[src/rtl/usb_sof_pkg.sv]
package usb_sof_pkg;
  localparam int TOK_W   = 3;
  localparam int FRAME_W = 11;
  localparam int CMP_W   = 8;

  localparam logic [TOK_W-1:0] TOK_IDLE = '0;
  localparam logic [TOK_W-1:0] TOK_SOF  = TOK_W'(1);

  // Only real transfer tokens may be dropped at an SOF.
  function automatic logic tok_cancellable(input logic [TOK_W-1:0] code);
    return (code != TOK_IDLE) && (code != TOK_SOF);
  endfunction

  // Low-byte frame match used when step mode is off.
  function automatic logic frame_low_match(input logic [FRAME_W-1:0] frame,
                                           input logic [CMP_W-1:0]   cmp);
    return frame[CMP_W-1:0] == cmp;
  endfunction
endpackage

[src/rtl/sof_qualifier.sv]
module sof_qualifier
  import usb_sof_pkg::*;
#(
  parameter int FW = FRAME_W,
  parameter int CW = CMP_W
) (
  input  logic          clk,
  input  logic          rst_n,
  input  logic          sof_start_i,
  input  logic          step_mode_i,
  input  logic [FW-1:0] frame_i,
  input  logic [CW-1:0] cmp_i,
  output logic          sof_hit_o
);
  logic match;
  assign match     = frame_low_match(frame_i, cmp_i);
  assign sof_hit_o = sof_start_i & (step_mode_i | match);

  // step mode qualifies every automatic SOF
  a_r2_step_every_sof: assert property (@(posedge clk) disable iff (!rst_n)
    (sof_start_i && step_mode_i) |-> sof_hit_o);
  // no SOF strobe means no qualifying event
  a_r2_hit_needs_sof: assert property (@(posedge clk) disable iff (!rst_n)
    !sof_start_i |-> !sof_hit_o);
endmodule

[src/rtl/sticky_flag.sv]
module sticky_flag (
  input  logic clk,
  input  logic rst_n,
  input  logic set_i,
  input  logic clr_i,
  output logic flag_o
);
  logic flag_q;
  always_ff @(posedge clk or negedge rst_n) begin
    if (!rst_n)     flag_q <= 1'b0;
    else if (set_i) flag_q <= 1'b1;
    else if (clr_i) flag_q <= 1'b0;
  end
  assign flag_o = flag_q;

  // set wins and is visible next cycle
  a_r5_set_wins: assert property (@(posedge clk) disable iff (!rst_n)
    set_i |=> flag_o);
  // flag holds without a clear
  a_r5_sticky: assert property (@(posedge clk) disable iff (!rst_n)
    (flag_o && !clr_i) |=> flag_o);
  // a lone clear drops the flag
  a_r5_clear: assert property (@(posedge clk) disable iff (!rst_n)
    (clr_i && !set_i) |=> !flag_o);
endmodule

[src/rtl/token_sched.sv]
module token_sched
  import usb_sof_pkg::*;
#(
  parameter int TW = TOK_W
) (
  input  logic          clk,
  input  logic          rst_n,
  input  logic          eof_window_i,
  input  logic          sof_start_i,
  input  logic          sof_hit_i,
  input  logic          cancel_en_i,
  input  logic          tcan_i,
  input  logic          tok_wr_i,
  input  logic [TW-1:0] tok_wdata_i,
  output logic [TW-1:0] tok_en_o,
  output logic          tok_launch_o,
  output logic          cancel_evt_o
);
  logic [TW-1:0] tok_en_q;
  logic          held_q;
  logic          launch_q;
  logic          pending, accept_wr, resolve, cancel_evt, launch_now;

  assign pending    = tok_en_q != '0;
  assign accept_wr  = tok_wr_i & ~pending & ~tcan_i & (tok_wdata_i != '0);
  assign resolve    = held_q & sof_start_i;
  assign cancel_evt = resolve & cancel_en_i & sof_hit_i & tok_cancellable(tok_en_q);
  assign launch_now = pending & ((resolve & ~cancel_evt) | (~held_q & ~eof_window_i));

  always_ff @(posedge clk or negedge rst_n) begin
    if (!rst_n) begin
      tok_en_q <= '0;
      held_q   <= 1'b0;
      launch_q <= 1'b0;
    end else begin
      launch_q <= launch_now;
      if (cancel_evt || launch_now) begin
        tok_en_q <= '0;
        held_q   <= 1'b0;
      end else if (accept_wr) begin
        tok_en_q <= tok_wdata_i;
        held_q   <= eof_window_i;
      end else if (pending && eof_window_i) begin
        held_q   <= 1'b1;
      end
    end
  end

  assign tok_en_o     = tok_en_q;
  assign tok_launch_o = launch_q;
  assign cancel_evt_o = cancel_evt;

  // a cancelled token is dropped without a launch
  a_r8_cancel_quiet: assert property (@(posedge clk) disable iff (!rst_n)
    cancel_evt |=> (!tok_launch_o && tok_en_o == '0));
  // a held token waits for an SOF
  a_r7_held_waits: assert property (@(posedge clk) disable iff (!rst_n)
    (held_q && !sof_start_i) |=> !tok_launch_o);
  // launch strobe lasts a single cycle
  a_r6_single_pulse: assert property (@(posedge clk) disable iff (!rst_n)
    tok_launch_o |=> !tok_launch_o);
  // a busy field ignores new writes
  a_r10_busy_ignore: assert property (@(posedge clk) disable iff (!rst_n)
    (pending && !launch_now && !cancel_evt && tok_wr_i) |=> tok_en_o == $past(tok_en_o));
endmodule

[src/rtl/usb_sof_irq_ctrl.sv]
module usb_sof_irq_ctrl
  import usb_sof_pkg::*;
#(
  parameter int FW = FRAME_W,
  parameter int CW = CMP_W,
  parameter int TW = TOK_W
) (
  input  logic          clk,
  input  logic          rst_n,
  input  logic          sof_start_i,
  input  logic          eof_window_i,
  input  logic [FW-1:0] frame_num_i,
  input  logic [CW-1:0] frame_cmp_i,
  input  logic          step_mode_i,
  input  logic          sof_irq_en_i,
  input  logic          cancel_en_i,
  input  logic          tok_wr_i,
  input  logic [TW-1:0] tok_wdata_i,
  input  logic          sof_clr_i,
  input  logic          tcan_clr_i,
  output logic          sof_flag_o,
  output logic          tcan_flag_o,
  output logic          tok_launch_o,
  output logic [TW-1:0] tok_en_o,
  output logic          irq_o
);
  logic sof_hit;
  logic cancel_evt;

  sof_qualifier #(.FW(FW), .CW(CW)) i_qual (
    .clk(clk), .rst_n(rst_n), .sof_start_i(sof_start_i),
    .step_mode_i(step_mode_i), .frame_i(frame_num_i), .cmp_i(frame_cmp_i),
    .sof_hit_o(sof_hit)
  );

  sticky_flag i_sof_flag (
    .clk(clk), .rst_n(rst_n), .set_i(sof_hit), .clr_i(sof_clr_i), .flag_o(sof_flag_o)
  );

  sticky_flag i_tcan_flag (
    .clk(clk), .rst_n(rst_n), .set_i(cancel_evt), .clr_i(tcan_clr_i), .flag_o(tcan_flag_o)
  );

  token_sched #(.TW(TW)) i_tok (
    .clk(clk), .rst_n(rst_n), .eof_window_i(eof_window_i), .sof_start_i(sof_start_i),
    .sof_hit_i(sof_hit), .cancel_en_i(cancel_en_i), .tcan_i(tcan_flag_o),
    .tok_wr_i(tok_wr_i), .tok_wdata_i(tok_wdata_i), .tok_en_o(tok_en_o),
    .tok_launch_o(tok_launch_o), .cancel_evt_o(cancel_evt)
  );

  assign irq_o = sof_flag_o & sof_irq_en_i;

  // a mismatching SOF in compare mode leaves a clear flag clear
  a_r3_mismatch_no_set: assert property (@(posedge clk) disable iff (!rst_n)
    (sof_start_i && !step_mode_i && frame_num_i[CW-1:0] != frame_cmp_i && !sof_flag_o && !tok_wr_i)
    |=> !sof_flag_o);
  // a cancellation always raises the cancel flag
  a_r8_cancel_flags: assert property (@(posedge clk) disable iff (!rst_n)
    cancel_evt |=> (tcan_flag_o && sof_flag_o));
  // no interrupt while disabled
  a_r4_irq_gated: assert property (@(posedge clk) disable iff (!rst_n)
    !sof_irq_en_i |-> !irq_o);
endmodule

[config.mk]
export PLATFORM = sky130hd
export DESIGN_NAME = usb_sof_irq_ctrl
export DESIGN_NICKNAME = d
export VERILOG_FILES = /design/src/rtl/usb_sof_pkg.sv /design/src/rtl/sof_qualifier.sv /design/src/rtl/sticky_flag.sv /design/src/rtl/token_sched.sv /design/src/rtl/usb_sof_irq_ctrl.sv
export SDC_FILE = /design/constraint.sdc
export NUM_CORES = 1
export LEC_CHECK = 0
export BUFFER_PORTS_ARGS = -buffer_cell sky130_fd_sc_hd__buf_2
export CORE_AREA = 10 10 47 49
export DETAILED_ROUTE_END_ITERATION = 12
export DIE_AREA = 0 0 57 59
export HOLD_SLACK_MARGIN = 0.05
export PLACE_DENSITY = 0.72
export SYNTH_ARGS = -nofsm -noshare
export SYNTH_HDL_FRONTEND = slang
export SYNTH_SLANG_ARGS = --single-unit
[constraint.sdc]
create_clock -name clk -period 3.56 [get_ports clk]
set_input_delay 0.178 -clock clk [delete_from_list [all_inputs] [get_ports clk]]
set_output_delay 0.178 -clock clk [all_outputs]
set_load 0.1 [all_outputs]
==> Word-level counts from Yosys, hierarchy flattened <==
Cells that the tools add are included.
W data, S select, Z words.
{ "totals": {"reg_bits": 7, "input_bits": 32, "output_inout_bits": 7, "elab_cells": 44} }
{ "classes": {"eq_ne": 2, "mux": 9, "bitwise": 19, "reduce_logical": 9} }
{ "ops": {"columns": ["operator", "n"], "rows": [
  ["$and A1 B1 Y1", 12],
  ["$reduce_bool A3 Y1", 3],
  ["$eq A8 B8 Y1", 1],
  ["$mux W1", 7],
  ["$mux W3", 2],
  ["$reduce_bool A2 Y1", 3],
  ["$not A1 Y1", 5],
  ["$ne A3 B1 Y1 const B", 1],
  ["$logic_and A1 B1 Y1", 2],
  ["$or A1 B1 Y1", 2],
  ["$logic_or A1 B1 Y1", 1]
]} }

==> Longest topological paths before layout <==
{ "logic_depth": {"word_depth": 11, "ltp_mapped": 4, "mapped_depth_nobuf": 4} }

==> Hierarchy <==
Synthesis repeated with hierarchy kept, for this count alone.
{ "hier_totals": {"hier_cells": 45, "area_unflattened_um2": 420.4} }
{ "by_module_without_submodules": {"columns": ["module", "instances", "cells_each", "area_each_um2"], "rows": [
  ["token_sched", 1, 26, 247.7],
  ["sof_qualifier", 1, 12, 93.8],
  ["sticky_flag", 2, 3, 36.3],
  ["usb_sof_irq_ctrl", 1, 1, 6.3]
]} }

==> Least setup slack after synthesis <==
OpenSTA, ideal clock, no wires.
{ "synth_path": {"path_kind": "flip-flop to output port", "from": "register i_sof_flag.flag_q, in the netlist i_sof_flag.flag_o", "to": "output irq_o", "arrival_ps": 1777, "path_slack_ps": 1605, "stages_incl_launch_ff": 2, "path_buffers": 0, "cell_sequence": "dfrtp_1 > and2_1"} }
{ "synth_via": {"elab_chain_len": 1} }
{ "synth_rtl": {"columns": ["item", "line", "source"], "rows": [
  ["from (decl)", "sticky_flag.sv:8", "logic flag_q;"],
  ["from (signal assigned)", "sticky_flag.sv:10", "if (!rst_n) flag_q <= 1'b0;"],
  ["from (signal assigned)", "sticky_flag.sv:11", "else if (set_i) flag_q <= 1'b1;"],
  ["from (signal assigned)", "sticky_flag.sv:12", "else if (clr_i) flag_q <= 1'b0;"],
  ["$and A1 B1 Y1", "usb_sof_irq_ctrl.sv:51", "assign irq_o = sof_flag_o & sof_irq_en_i;"],
  ["to (decl)", "usb_sof_irq_ctrl.sv:25", "output logic irq_o"]
]} }
Every way passes these cells.

==> Final worst setup path <==
{ "layout_path": {"from": "register i_tok.tok_en_q[2], in the netlist i_tok.tok_en_o[2]", "to": "register i_tok.held_q"} }
{ "layout_via": {"elab_chain_len": 9} }
{ "layout_rtl": {"columns": ["item", "line", "source"], "rows": [
  ["from (decl)", "token_sched.sv:19", "logic [TW-1:0] tok_en_q;"],
  ["from (signal assigned)", "token_sched.sv:41", "tok_en_q <= tok_wdata_i;"],
  ["$ne A3 B1 Y1 / $reduce_bool A3 Y1 (equally long branches)", "usb_sof_pkg.sv:11, token_sched.sv:24", null],
  ["$logic_and A1 B1 Y1", "usb_sof_pkg.sv:11", "return (code != TOK_IDLE) && (code != TOK_SOF);"],
  ["$and A1 B1 Y1", "token_sched.sv:27", "assign cancel_evt = resolve & cancel_en_i & sof_hit_i & tok_cancellable(tok_en_q);"],
  ["$not A1 Y1", "token_sched.sv:28", "assign launch_now = pending & ((resolve & ~cancel_evt) | (~held_q & ~eof_window_i));"],
  ["$and A1 B1 Y1", "token_sched.sv:28", null],
  ["$or A1 B1 Y1", "token_sched.sv:28", null],
  ["$and A1 B1 Y1", "token_sched.sv:28", null],
  ["$logic_or A1 B1 Y1", "token_sched.sv:37", "if (cancel_evt || launch_now) begin"],
  ["$reduce_bool A3 Y1 (no source line) / $mux W1 (equally long branches)", null, null],
  ["to (signal assigned)", "token_sched.sv:42", "held_q <= eof_window_i;"],
  ["to (decl)", "token_sched.sv:20", "logic held_q;"]
]} }
Several ways; a longest one is shown, not always the timed one.
A chain may end at the register's enable or synchronous reset.

==> reports/summary.txt <==
Final Hold Viols -> 0
P_sw -> 328.3 uW
TritonCTS buffer count -> 3
Layout Nets -> 118
Syn avg cell area -> 9.871 sq um
Hold Path Cell Cnt -> 2
Hold_ws -> 0.1153 ns
Routed Antenna Nets -> 0
First-pass GRT wire length -> 2056 microns
Crit-path cells -> or3_4 > nor4b_4 > nand2b_1 > a211oi_1
N_diodes -> 0
Setup TNS -> 0 ns
First-pass DRT Iterations -> 4
Combinational share of power -> 64.4%
Synth unique cells -> 20
Pleak -> 0.0003666 uW
Max-slew headroom -> 67.62%
Share of layout cells above drive strength 1 -> 49.41%
Fin Clk Skew -> 0.002812 ns
Die H -> 59 microns
Yosys warns -> 0
Setup bufs post-CTS -> 0
Clock Sinks -> 7
Clock Root Buffer -> clkbuf_4
CP required -> 3.69 ns
Final-report setup violation count -> 0
Final period utilization -> 42.24%
Flop pwr share -> 23.6%
Yosys top cell by area -> dfrtp_1
Post-Route WL -> 1321 microns
Largest cells by area after synthesis -> dfrtp_1, xor2_1, nor4b_4
Sequential area share after synthesis -> 39.44%
Largest stage delay, worst path -> 0.43 ns
Buffer and inverter count on the worst path -> 0
FMAX -> 665.1 MHz
Worst Setup Slack post-DPL -> 2.049 ns
CTS tree -> built
Peak VDD IR -> 0.7226 mV
Final non-filler cell total -> 101
Residual DRC -> 0
Max Cap Viol -> 0
RSZ-0062 raised after global routing -> false
Reg2reg end -> i_tok.held_q
Clk slew on worst S/H paths -> 0.05 ns
Chip Width -> 57 microns
Clock power share -> 12.0%
Cell Pwr Density -> 864.5 nW/um^2
Routed vias/inst -> 4.653
Initial antenna violation count -> 0
Net Count, Synth -> 77
Reg-to-reg startpoint -> i_tok.tok_en_o[2]
Register area -> 175.2 sq um
Switching Share -> 56.21%
Worst Max-Slew Pin Slew -> 0.4891 ns
Fillers -> 152
Crit-path max FO -> 5
CP startpoint kind -> register
Worst Hold Endpoint -> i_sof_flag.flag_o
Final GP Congestion -> 0.7600
Top-area cell type share of the netlist area -> 39.44%
Detailed Route Iter0 Violations -> 4
Max clock buf depth -> 2
Minimum clock period after layout -> 1.504 ns
Ports -> 39
H-tree levels -> 1
DIE AREA -> 3363 sq um
Top-count cell post-synth -> xor2_1
CP arrival -> 1.63 ns
Reg2Reg Setup Slack -> 2.06 ns
Core area -> 1401 sq um
Worst skew pair latency -> 0.25 ns
Synth Flop Type -> dfrtp_1
Number of I/O port buffers -> 35
Initial Util -> 31.70%
Area of the multi-input gates -> 254.0 sq um
GRT Total Usage -> 8.024%
Hold crit path type -> in2reg
Ys async rst share -> 100.0%
Total vias in the final route -> 470
Int Pwr -> 255.8 uW
Crit path max-delay cell type -> or3_4
# rows -> 14
Worst setup EP type -> register
Vias in the first global route -> 489
Final Slew Violations -> 0
Placed Area -> 639.4 sq um
Min-delay src -> sof_clr_i
Layout area overhead -> 52.11%
EDFF count, synth -> 0
Routed len/inst -> 13.08 microns
Reg2reg path depth -> 4
GR Overflow Total -> 0
Cell family with most CP delay -> simple AND/OR/NAND/NOR gates
Cells after Synth -> 45
Largest net degree at the start of global routing -> 8
HPWL after DPL -> 1194 microns
FF+latch count, synth -> 7
Status -> completed
Post-route setup slack -> 2.056 ns
Mapped Area -> 444.2 sq um
Final instance area -> 675.6 sq um
Commonest cells post-synth -> xor2_1, dfrtp_1, a21oi_1, inv_1, nor2_1
Post-Place Cells -> 96
WS Path Type -> reg2reg
sequential cells by signal, indices dropped and copies added (netlist names):
name	count
i_tok.tok_en_o	3
i_sof_flag.flag_o	1
i_tcan_flag.flag_o	1
i_tok.held_q	1
i_tok.tok_launch_o	1
repair_timing:
item | CTS | global route
endpoints found under the setup margin | 0 | 0
hold buffers | 1 | 0
gates resized for setup | 0 | 0
endpoints found under the hold margin | 7 | 0
worst register-to-register path, stage by stage, from the launching register on:
cell	delay, ns
dfrtp_1	0.40
or3_4	0.43
nor4b_4	0.34
nand2b_1	0.15
a211oi_1	0.07
kinds of logic after synthesis:
logic type,Yosys count,share of synthesized area (%)
AOI/OAI and AO/OA,11,16.06
xor gates and xnor gates,8,15.78
buffers and inverters,4,3.379
DFF,7,39.44
and+or+nand+nor,15,25.35
cell type report:
type | count | area share [%]
tap | 16 | 2.963
clock buffer | 4 | 3.889
multi-input combinational | 34 | 37.59
inverter | 4 | 2.222
timing repair buffer | 36 | 27.41
sequential | 7 | 25.93
per-layer routing:
| metal | global-route usage, % | wire, microns | vias up |
|---|---|---|---|
| met5 | 0 | 0 | - |
| met4 | 5.034 | 36 | 0 |
| met3 | 5.365 | 135 | 4 |
| met2 | 13.33 | 678 | 20 |
| met1 | 7.065 | 471 | 208 |
| li1 | - | - | 238 |
power groups by stage:
stage,logic [uW],registers [uW],clock network [uW]
finish,376,138,70.1
global route,398,145,78.5
CTS,381,139,74.8
detailed placement,380,140,0
global placement,375,138,0
floorplan,127,320,0
worst max-delay path by stage:
stage                         endpoint  slack [ns]  cells past startpoint               from
after CTS                 i_tok.held_q        2.05                      4  i_tok.tok_en_o[2]
final                     i_tok.held_q        2.06                      4  i_tok.tok_en_o[2]
after global placement    i_tok.held_q        2.09                      4  i_tok.tok_en_o[2]
after floorplan                  irq_o        1.61                      1  i_sof_flag.flag_o
after detailed placement  i_tok.held_q        2.05                      4  i_tok.tok_en_o[2]
after global routing      i_tok.held_q        1.98                      4  i_tok.tok_en_o[2]
stage by stage:
stage	util [%]	power, uW
after floorplan	-	446.6
after global placement	45.63	512.5
after detailed placement	45.63	519.5
after CTS	48.21	594.3
after global routing	48.21	621.6
final	48.21	584.1
cell usage in the layout, fill, tap and decap left out:
cell,Yosys,routed
nor2_1,4,4
o21a_1,1,1
o211ai_1,1,1
clkbuf_1,0,1
inv_1,4,4
a211oi_1,1,1
and2_1,2,2
nor4b_4,1,1
nor3_1,1,1
a21o_1,1,1
nor4_1,2,2
buf_2,0,35
a22o_1,1,1
clkbuf_4,0,3
xor2_1,8,8
a21oi_1,4,4
nand2b_1,1,1
dfrtp_1,7,7
nor3b_1,1,1
dlygate4sd3_1,0,1
or3_4,1,1
nor3_2,1,1
o22ai_1,2,2
and2_4,1,1
(Power assumes the default switching activity.)
